## src/rtl/sdt_pkg.sv

```systemverilog
package sdt_pkg;
    localparam int FRAME_W   = 32;
    localparam int HALF_W    = FRAME_W / 2;
    localparam int NUM_EN    = 4;
    localparam int SRC_W     = 2;
    localparam int ESEL_W    = 3;
    localparam int BITCNT_W  = $clog2(FRAME_W);

    typedef enum logic [1:0] {ST_IDLE, ST_RUN, ST_FIN} st_t;

    typedef enum logic [SRC_W-1:0] {
        SRC_DATA = 2'b00,
        SRC_CMD  = 2'b01,
        SRC_ALT  = 2'b10,
        SRC_RSV  = 2'b11
    } src_t;

    localparam logic [ESEL_W-1:0] ESEL_LO  = 3'd0;
    localparam logic [ESEL_W-1:0] ESEL_HI  = 3'd1;
    localparam logic [ESEL_W-1:0] ESEL_CMD = 3'd2;
    localparam logic [ESEL_W-1:0] ESEL_ANY = 3'd3;

    typedef struct packed {
        logic lo;
        logic hi;
        logic cm;
    } phase_t;

    function automatic logic pick_phase(input logic [ESEL_W-1:0] sel, input phase_t ph);
        case (sel)
            ESEL_LO:  return ph.lo;
            ESEL_HI:  return ph.hi;
            ESEL_CMD: return ph.cm;
            ESEL_ANY: return ph.lo | ph.hi;
            default:  return 1'b0;
        endcase
    endfunction
endpackage

```

## src/rtl/sdt_loader.sv

```systemverilog
module sdt_loader
    import sdt_pkg::*;
(
    input  logic [FRAME_W-1:0]       data_word,
    input  logic [FRAME_W-1:0]       cmd_word,
    input  logic [HALF_W-1:0]        alt_lo,
    input  logic [HALF_W-1:0]        alt_hi,
    input  logic [SRC_W*FRAME_W-1:0] src_sel,
    input  logic                     cmd_frame,
    output logic [FRAME_W-1:0]       load_word
);
    logic [FRAME_W-1:0] alt_word;
    logic [FRAME_W-1:0] mux_word;

    for (genvar i = 0; i < FRAME_W; i++) begin : g_bit
        if (i < HALF_W) begin : g_lo
            assign alt_word[i] = alt_lo[i];
        end else begin : g_hi
            assign alt_word[i] = alt_hi[i-HALF_W];
        end

        src_t code;
        assign code = src_t'(src_sel[SRC_W*i +: SRC_W]);

        always_comb begin
            case (code)
                SRC_CMD: mux_word[i] = cmd_word[i];
                SRC_ALT: mux_word[i] = alt_word[i];
                default: mux_word[i] = data_word[i];
            endcase
        end
    end

    assign load_word = cmd_frame ? cmd_word : mux_word;
endmodule

```

## src/rtl/sdt_clkdiv.sv

```systemverilog
module sdt_clkdiv #(
    parameter int DIV_W = 8
) (
    input  logic             clk,
    input  logic             rst,
    input  logic             run,
    input  logic [DIV_W-1:0] div,
    output logic             tick
);
    logic [DIV_W-1:0] cnt;

    assign tick = run && (cnt == div);

    always_ff @(posedge clk) begin
        if (rst || !run || tick) begin
            cnt <= '0;
        end else begin
            cnt <= cnt + 1'b1;
        end
    end
endmodule

```

## src/rtl/sdt_enmap.sv

```systemverilog
module sdt_enmap
    import sdt_pkg::*;
(
    input  phase_t                    ph,
    input  logic [ESEL_W*NUM_EN-1:0]  en_sel,
    input  logic [NUM_EN-1:0]         en_pol,
    output logic [NUM_EN-1:0]         en_out
);
    for (genvar i = 0; i < NUM_EN; i++) begin : g_en
        assign en_out[i] = pick_phase(en_sel[ESEL_W*i +: ESEL_W], ph) ^ en_pol[i];
    end
endmodule

```

## src/rtl/sdt_tx.sv

```systemverilog
module sdt_tx
    import sdt_pkg::*;
#(
    parameter int DIV_W = 8
) (
    input  logic                             clk,
    input  logic                             rst,
    input  logic                             start,
    input  logic                             cmd_frame,
    input  logic [sdt_pkg::FRAME_W-1:0]      data_word,
    input  logic [sdt_pkg::FRAME_W-1:0]      cmd_word,
    input  logic [sdt_pkg::HALF_W-1:0]       alt_lo,
    input  logic [sdt_pkg::HALF_W-1:0]       alt_hi,
    input  logic [2*sdt_pkg::FRAME_W-1:0]    src_sel,
    input  logic [DIV_W-1:0]                 div,
    input  logic [3*sdt_pkg::NUM_EN-1:0]     en_sel,
    input  logic [sdt_pkg::NUM_EN-1:0]       en_pol,
    input  logic                             safe_lvl,
    input  logic                             estop,
    output logic                             sclk_p,
    output logic                             sclk_n,
    output logic                             sdo_p,
    output logic                             sdo_n,
    output logic [sdt_pkg::NUM_EN-1:0]       en_out,
    output logic                             busy,
    output logic                             frame_done
);
    localparam logic [BITCNT_W-1:0] LAST_BIT = BITCNT_W'(FRAME_W - 1);

    st_t                 st;
    logic [FRAME_W-1:0]  sr;
    logic [BITCNT_W-1:0] bitcnt;
    logic                sclk_q;
    logic                is_cmd;
    logic                tick;
    logic                running;
    logic [FRAME_W-1:0]  load_word;
    phase_t              ph;

    assign running = (st == ST_RUN) && !estop;

    sdt_loader u_load (
        .data_word (data_word),
        .cmd_word  (cmd_word),
        .alt_lo    (alt_lo),
        .alt_hi    (alt_hi),
        .src_sel   (src_sel),
        .cmd_frame (cmd_frame),
        .load_word (load_word)
    );

    sdt_clkdiv #(.DIV_W(DIV_W)) u_div (
        .clk  (clk),
        .rst  (rst),
        .run  (running),
        .div  (div),
        .tick (tick)
    );

    always_ff @(posedge clk) begin
        if (rst) begin
            st     <= ST_IDLE;
            sr     <= '0;
            bitcnt <= '0;
            sclk_q <= 1'b0;
            is_cmd <= 1'b0;
        end else if (estop) begin
            st     <= ST_IDLE;
            bitcnt <= '0;
            sclk_q <= 1'b0;
        end else begin
            case (st)
                ST_IDLE: begin
                    if (start) begin
                        st     <= ST_RUN;
                        sr     <= load_word;
                        bitcnt <= '0;
                        sclk_q <= 1'b0;
                        is_cmd <= cmd_frame;
                    end
                end
                ST_RUN: begin
                    if (tick) begin
                        if (!sclk_q) begin
                            sclk_q <= 1'b1;
                        end else begin
                            sclk_q <= 1'b0;
                            if (bitcnt == LAST_BIT) begin
                                st <= ST_FIN;
                            end else begin
                                bitcnt <= bitcnt + 1'b1;
                                sr     <= sr >> 1;
                            end
                        end
                    end
                end
                default: st <= ST_IDLE;
            endcase
        end
    end

    assign ph.lo = running && !is_cmd && !bitcnt[BITCNT_W-1];
    assign ph.hi = running && !is_cmd &&  bitcnt[BITCNT_W-1];
    assign ph.cm = running &&  is_cmd;

    sdt_enmap u_map (
        .ph     (ph),
        .en_sel (en_sel),
        .en_pol (en_pol),
        .en_out (en_out)
    );

    assign sclk_p     = sclk_q && !estop;
    assign sclk_n     = !sclk_p;
    assign sdo_p      = running ? sr[0] : safe_lvl;
    assign sdo_n      = !sdo_p;
    assign busy       = (st != ST_IDLE);
    assign frame_done = (st == ST_FIN);
endmodule

```

## config.mk

```make
export PLATFORM = sky130hd
export DESIGN_NAME = sdt_tx
export DESIGN_NICKNAME = d
export VERILOG_FILES = /design/src/rtl/sdt_pkg.sv /design/src/rtl/sdt_loader.sv /design/src/rtl/sdt_clkdiv.sv /design/src/rtl/sdt_enmap.sv /design/src/rtl/sdt_tx.sv
export SDC_FILE = /design/constraint.sdc
export NUM_CORES = 1
export LEC_CHECK = 0
export BUFFER_PORTS_ARGS = -buffer_cell sky130_fd_sc_hd__buf_2
export CELL_PAD_IN_SITES_DETAIL_PLACEMENT = 0
export CELL_PAD_IN_SITES_GLOBAL_PLACEMENT = 1
export CORE_MARGIN = 5
export CORE_UTILIZATION = 30
export CTS_CLUSTER_DIAMETER = 50
export DETAILED_ROUTE_END_ITERATION = 8
export GPL_TIMING_DRIVEN = 0
export PLACE_DENSITY_LB_ADDON = 0.12
export SLEW_MARGIN = 10
export SYNTH_ARGS = -nofsm -noshare
export SYNTH_HDL_FRONTEND = slang
export SYNTH_SLANG_ARGS = --single-unit
```

## constraint.sdc

```tcl
create_clock -name clk -period 4.5 [get_ports clk]
set_input_delay 0.9 -clock clk [delete_from_list [all_inputs] [get_ports clk]]
set_output_delay 0.9 -clock clk [all_outputs]
set_load 0.01 [all_outputs]
```

==> results of run 1 <==
## worst max path at each step
stage | slack [ns] | start | end | cells past startpoint
after floorplan | 1.70 | en_sel[3] | en_out[1] | 5
after global placement | 1.49 | en_sel[3] | en_out[1] | 7
after detailed placement | 1.47 | en_sel[3] | en_out[1] | 7
after CTS | 1.38 | st[1] | sdo_p | 7
after global routing | 1.22 | st[1] | sdo_p | 7
final | 1.41 | st[1] | sdo_p | 7
## per-layer routing
metal	GRT usage (%)	up-vias
met5	0	-
met4	3.44	0
met3	3.16	10
met2	27.7	143
met1	19.8	2297
li1	-	2658
## power by group
group	leakage [nW]	internal, mW	switching (mW)
logic	2.78	0.166	0.174
clock network	0.0831	0.277	0.165
registers	0.398	0.450	0.00912
total	3.26	0.894	0.348
## synth_stat cells (4+ instances only)
| library cell | n | area (um^2) |
|---|---|---|
| ha_1 | 67 | 838 |
| nand2_1 | 49 | 184 |
| xor2_1 | 18 | 158 |
| dfxtp_1 | 49 | 981 |
| o21ai_0 | 29 | 145 |
| a311oi_1 | 11 | 96.3 |
| a31oi_1 | 4 | 25.0 |
| nand3_1 | 8 | 40.0 |
| nor2b_1 | 35 | 219 |
| a21o_1 | 12 | 90.1 |
| nor3_1 | 23 | 115 |
| a21oi_1 | 29 | 145 |
| nor4_1 | 5 | 31.3 |
| nor2_1 | 47 | 176 |
| clkbuf_1 | 34 | 128 |
| nand2b_1 | 4 | 25.0 |
| inv_1 | 72 | 270 |
| o21a_1 | 20 | 150 |
| nand3b_1 | 33 | 248 |
| a2111oi_0 | 22 | 193 |
| a41o_1 | 21 | 210 |
| nand4b_1 | 11 | 96.3 |
## cell families after synthesis
family                     count (synthesis)
and+or+nand+nor                          233
AOI/OAI and AO/OA                        156
buffers and inverters                    111
adders and majority gates                 67
DFF                                       49
xor gates and xnor gates                  20
muxes                                      1
## cell type report
cell class              instances  share of cell area, %
clock buffers                   6                   2.22
well taps                     216                   4.31
flip-flops and latches         49                   15.7
plain buffers                  39                   2.38
multi-input cells             477                   54.8
clock inverters                 2                  0.599
inverters                      72                   4.31
repair buffers                197                   15.7
## sequential cells by signal, summed over array words and instances (netlist names)
name       flops
sr            32
u_div.cnt      8
bitcnt         5
st             2
is_cmd         1
sclk_q         1
==> flow_metrics.tcl, run 1 <==
set metrics [dict create \
    clockBufferDepth 2 \
    regArea_um2 981 \
    ys_warn_count 0 \
    nets 1098 \
    status "finished, final reports clean" \
    first_global_vias 5251 \
    worstPathArrival_ns 2.19 \
    clk_latency_ns 0.29 \
    cap_violations 0 \
    endpoint_kind "primary output" \
    core-area_um2 15800 \
    synth-compound-area-share_pct 23.2 \
    drive_above_1_share_pct 26.1 \
    preCtsSetupSlack_ns 1.47 \
    synth_edf_count 0 \
    post_cts_buffers 0 \
    yosys.area_share.simple_pct 26.7 \
    irDropWorstVdd_uv 151 \
    antenna_cells 0 \
    multiInputGateArea_um2 3430 \
    rows 46 \
    start_util_pct 30.5 \
    die_height_um 137 \
    synthCells 637 \
    cp_max_fo 10 \
    tightest_slew_ns 0.638 \
    setup_violations 0 \
    dp.cells 1050 \
    power_mw 1.24 \
    cts.sinks 49 \
    async_flop_share_pct 0 \
    cts_tree "done" \
    syn-cell-area_um2 4830 \
    grt_pass1_wl_mm 24.4 \
    nFillCells 1725 \
    wl_met2_mm 7.20 \
    wl_met1_mm 6.72 \
    synth-seq-cells 49 \
    slowest_delay_ns 0.42 \
    design_area_um2 6270 \
    hold_end "bitcnt[3]" \
    crit_path_start_kind "flop" \
    area_delta_synth_final_pct 29.6 \
    critPathRequiredTime_ns 3.60 \
    worstPathCellList "clkbuf_1 > nand2b_1 > clkbuf_1 > nor2_1 > mux2i_1 > inv_1 > buf_2" \
    synthAdderAreaFrac_pct 17.3 \
    ff2ff_path_depth 9 \
    finalHoldViolCount 0 \
    io_pins 200 \
    crit_buf_inv 4 \
    postLayoutSetupSlackWorst_ns 1.41 \
    min_period_over_period_pct 68.6 \
    numCtsBuffers 5 \
    grt-ovfl-total 0 \
    powerDensity_nw_per_um2 198 \
    clockRootBuffer "clkbuf_16" \
    syn_nets 894 \
    highest_layer "met4" \
    die_w_um 137 \
    die_area_um2 18800 \
    relSlewSlack_pct 57.4 \
    hold_depth 1 \
    synthMuxAreaShare_pct 0.207 \
    path_clk_slew_ns 0.07 \
    syn_avg_cell_area_um2 7.59 \
    synth_top_family_by_area "simple AND/OR/NAND/NOR gates" \
    min_period_ns 3.09 \
    reg2reg_to "sr[14]" \
    drcViolationCount 0 \
    ys.flop_type "dfxtp_1" \
    rsz0062_at_grt "false" \
    vias 5108 \
    min_from "bitcnt[3]" \
    maxSlewViolCount 0 \
    synthXorXnorAreaFrac_pct 3.62 \
    layout.cells.most_common_list "199 x buf_2, 72 x inv_1, 67 x ha_1, 49 x nand2_1, 49 x dfxtp_1" \
    p_leak_nw 3.26 \
    drt_wl_total_mm 15.1 \
    fin_util_pct 39.6 \
    synth_cell_types 42 \
    grt_util_all_layers_pct 15.7 \
    cts_resized 0 \
    post_dp_cell_area_um2 6090 \
    path_class "reg -> out" \
    grt_max_degree 16 \
    crit_family "buffers and inverters" \
    ant_nets 0 \
    critical_path.most_common_cell "clkbuf_1" \
    reg2reg_from "bitcnt[0]" \
    ys_seq_area_share_pct 20.3 \
    place_congestion 0.743 \
    max_freq_mhz 324 \
    met3_wirelength_mm 1.01 \
    cts_max_level 2 \
    drt-vias-per-instance 4.83 \
    final_common_cell "buf_2" \
    port_buffers 197 \
    setup-tns-final_ns 0 \
    drt-pass1-iter-count 4 \
    crit_slowest_cell "clkbuf_1" \
    first_iter_violations 171 \
    stdcell_count 1058 \
    finalClockSkew_ns 0.00596 \
    antenna_found_initial 0 \
    timing.hold.ws_ns 0.481 \
    postCtsHoldBufs 0 \
    min_path_type "reg -> reg" \
    dp_hpwl_mm 12.5 \
    wl_per_cell_um 14.3 \
    ff2ff_setup_slack_ns 1.75 \
]
(Power assumes the default switching activity.)
==> run 2: changes to the inputs <==
clock period = 2.81 ns   (was 4.5 ns; I/O delays follow)
==> run 2 against run 1 <==
  * Setup slack got worse by 1.3 ns
  * Via count fell by 0.25%
  * Register-to-register slack got worse by 1.6 ns
  * Count of clock-buffer cells in the layout stayed put
  * Worst hold slack about the same
  * Sequential power grew 60%
  * Largest cell class unchanged
==> flow_metrics.tcl, run 2 (same netlist as run 1, synthesis figures left out) <==
set metrics [dict create \
    drcViolationCount 0 \
    largest_reg_flops 32 \
    finalClockSkew_ns 0.00563 \
    grt_util_all_layers_pct 15.7 \
    drt-vias-per-instance 4.82 \
    path_class "reg -> reg" \
    die_height_um 137 \
    path_clk_slew_ns 0.07 \
    finalHoldViolCount 0 \
    ff2ff_setup_slack_ns 0.15 \
    slowest_delay_ns 0.52 \
    drt_wl_total_mm 15.2 \
    endpoint_kind "flop" \
    cts_tree "done" \
    critical_path.most_common_cell "ha_1" \
    grt_pass1_wl_mm 24.4 \
    worstPathArrival_ns 2.89 \
    tightest_slew_ns 0.640 \
    start_util_pct 30.5 \
    crit_buf_inv 1 \
    ant_nets 0 \
    die_w_um 137 \
    nFillCells 1722 \
    relSlewSlack_pct 57.3 \
    preCtsSetupSlack_ns 0.0569 \
    clockBufferDepth 2 \
    ff2ff_path_depth 9 \
    cts.sinks 49 \
    p_leak_nw 3.27 \
    area_delta_synth_final_pct 30.1 \
    worstPathCellList "ha_1 > and3_1 > ha_1 > nand3b_1 > a211oi_2 > nand4_4 > buf_2 > a2111oi_0 > a41o_1" \
    power_mw 1.99 \
    status "finished, final reports clean" \
    antenna_cells 0 \
    core-area_um2 15800 \
    port_buffers 197 \
    hold_end "bitcnt[3]" \
    io_pins 200 \
    min_from "bitcnt[3]" \
    cts_max_level 2 \
    cp_max_fo 10 \
    drt-pass1-iter-count 4 \
    setup_violations 0 \
    rows 46 \
    clockRootBuffer "clkbuf_16" \
    die_area_um2 18800 \
    drive_above_1_share_pct 26.6 \
    grt-ovfl-total 0 \
    powerDensity_nw_per_um2 317 \
    post_cts_buffers 0 \
    maxSlewViolCount 0 \
    final_common_cell "buf_2" \
    place_congestion 0.743 \
    grt_max_degree 16 \
    min_period_over_period_pct 94.5 \
    dp_hpwl_mm 12.5 \
    first_global_vias 5251 \
    min_period_ns 2.66 \
    rsz0062_at_grt "false" \
    numCtsBuffers 5 \
    nets 1098 \
    wl_per_cell_um 14.3 \
    crit_family "compound AO/OA/AOI/OAI gates" \
    crit_slowest_cell "a2111oi_0" \
    layout.cells.most_common_list "198 x buf_2, 72 x inv_1, 67 x ha_1, 49 x nand2_1, 49 x dfxtp_1" \
    cap_violations 0 \
    reg2reg_from "bitcnt[0]" \
    max_freq_mhz 377 \
    clk_latency_ns 0.29 \
    vias 5095 \
    antenna_found_initial 0 \
    first_iter_violations 172 \
    hold_depth 1 \
    reg2reg_to "sr[14]" \
    setup-tns-final_ns 0 \
    critPathRequiredTime_ns 3.04 \
    min_path_type "reg -> reg" \
    reg_top3 "sr: 32 flops, u_div.cnt: 8 flops, bitcnt: 5 flops" \
    crit_path_start_kind "flop" \
    regMostFlops "sr" \
    irDropWorstVdd_uv 242 \
    postLayoutSetupSlackWorst_ns 0.154 \
]
[run 2: cell count changes in the layout (fill, tap and decap cells not counted), sizes merged]
cell,change
buf,-1
clkbuf,+1
[run 2: what timing repair did]
item / CTS / global route
gates resized for setup: 0 / 10
hold buffers: 0 / 0
setup endpoints to repair: 0 / 36
[run 2: layout make-up]
class,count,area (um^2),area share [%]
Multi-Input combinational cell,477,3450,54.9
Timing Repair Buffer,197,986,15.7
Sequential cell,49,981,15.6
Inverter,72,270,4.30
Tap cell,216,270,4.30
Buffer,39,155,2.47
Clock buffer,6,139,2.21
Clock inverter,2,37.5,0.597
[run 2: worst register-to-register path, cell delays in order, from the launching register on]
cell and delay (ns):
dfxtp_1 0.33, ha_1 0.24, and3_1 0.19, ha_1 0.19, nand3b_1 0.20, a211oi_2 0.35
nand4_4 0.20, buf_2 0.24, a2111oi_0 0.52, a41o_1 0.14
[run 2: worst max path at each step]
stage	end	cells after the start	start
after floorplan	sr[15]	9	bitcnt[0]
after global placement	sr[13]	9	bitcnt[0]
after detailed placement	sr[12]	9	bitcnt[0]
after CTS	sdo_p	7	st[1]
after global routing	sr[14]	9	bitcnt[0]
final	sr[14]	9	bitcnt[0]
[run 2: power by group]
part | switching [mW] | leakage, nW | total [mW] | internal [mW]
logic | 0.280 | 2.79 | 0.547 | 0.267
clock network | 0.264 | 0.0831 | 0.708 | 0.444
registers | 0.0146 | 0.398 | 0.736 | 0.721
[run 2: metrics by stage]
stage / util [%] / instance area [um^2] / std cells / hold slack (ns)
2_1_floorplan: - / 4830 / 637 / 0.426
3_3_place_gp: 38.5 / 6090 / 1050 / 0.441
3_5_place_dp: 38.5 / 6090 / 1050 / 0.454
4_1_cts: 39.6 / 6270 / 1058 / 0.471
5_1_grt: 39.7 / 6290 / 1058 / 0.499
6_report: 39.7 / 6290 / 1058 / 0.481
[run 2: metal layers]
metal | vias up | GRT usage [%] | wire length, um | share of wire [%]
met2 | 144 | 27.7 | 7200 | 47
met3 | 10 | 3.16 | 998 | 6.6
met4 | 0 | 3.44 | 181 | 1.2
met1 | 2288 | 19.8 | 6780 | 45
met5 | - | 0 | 0 | 0
li1 | 2653 | - | - | -
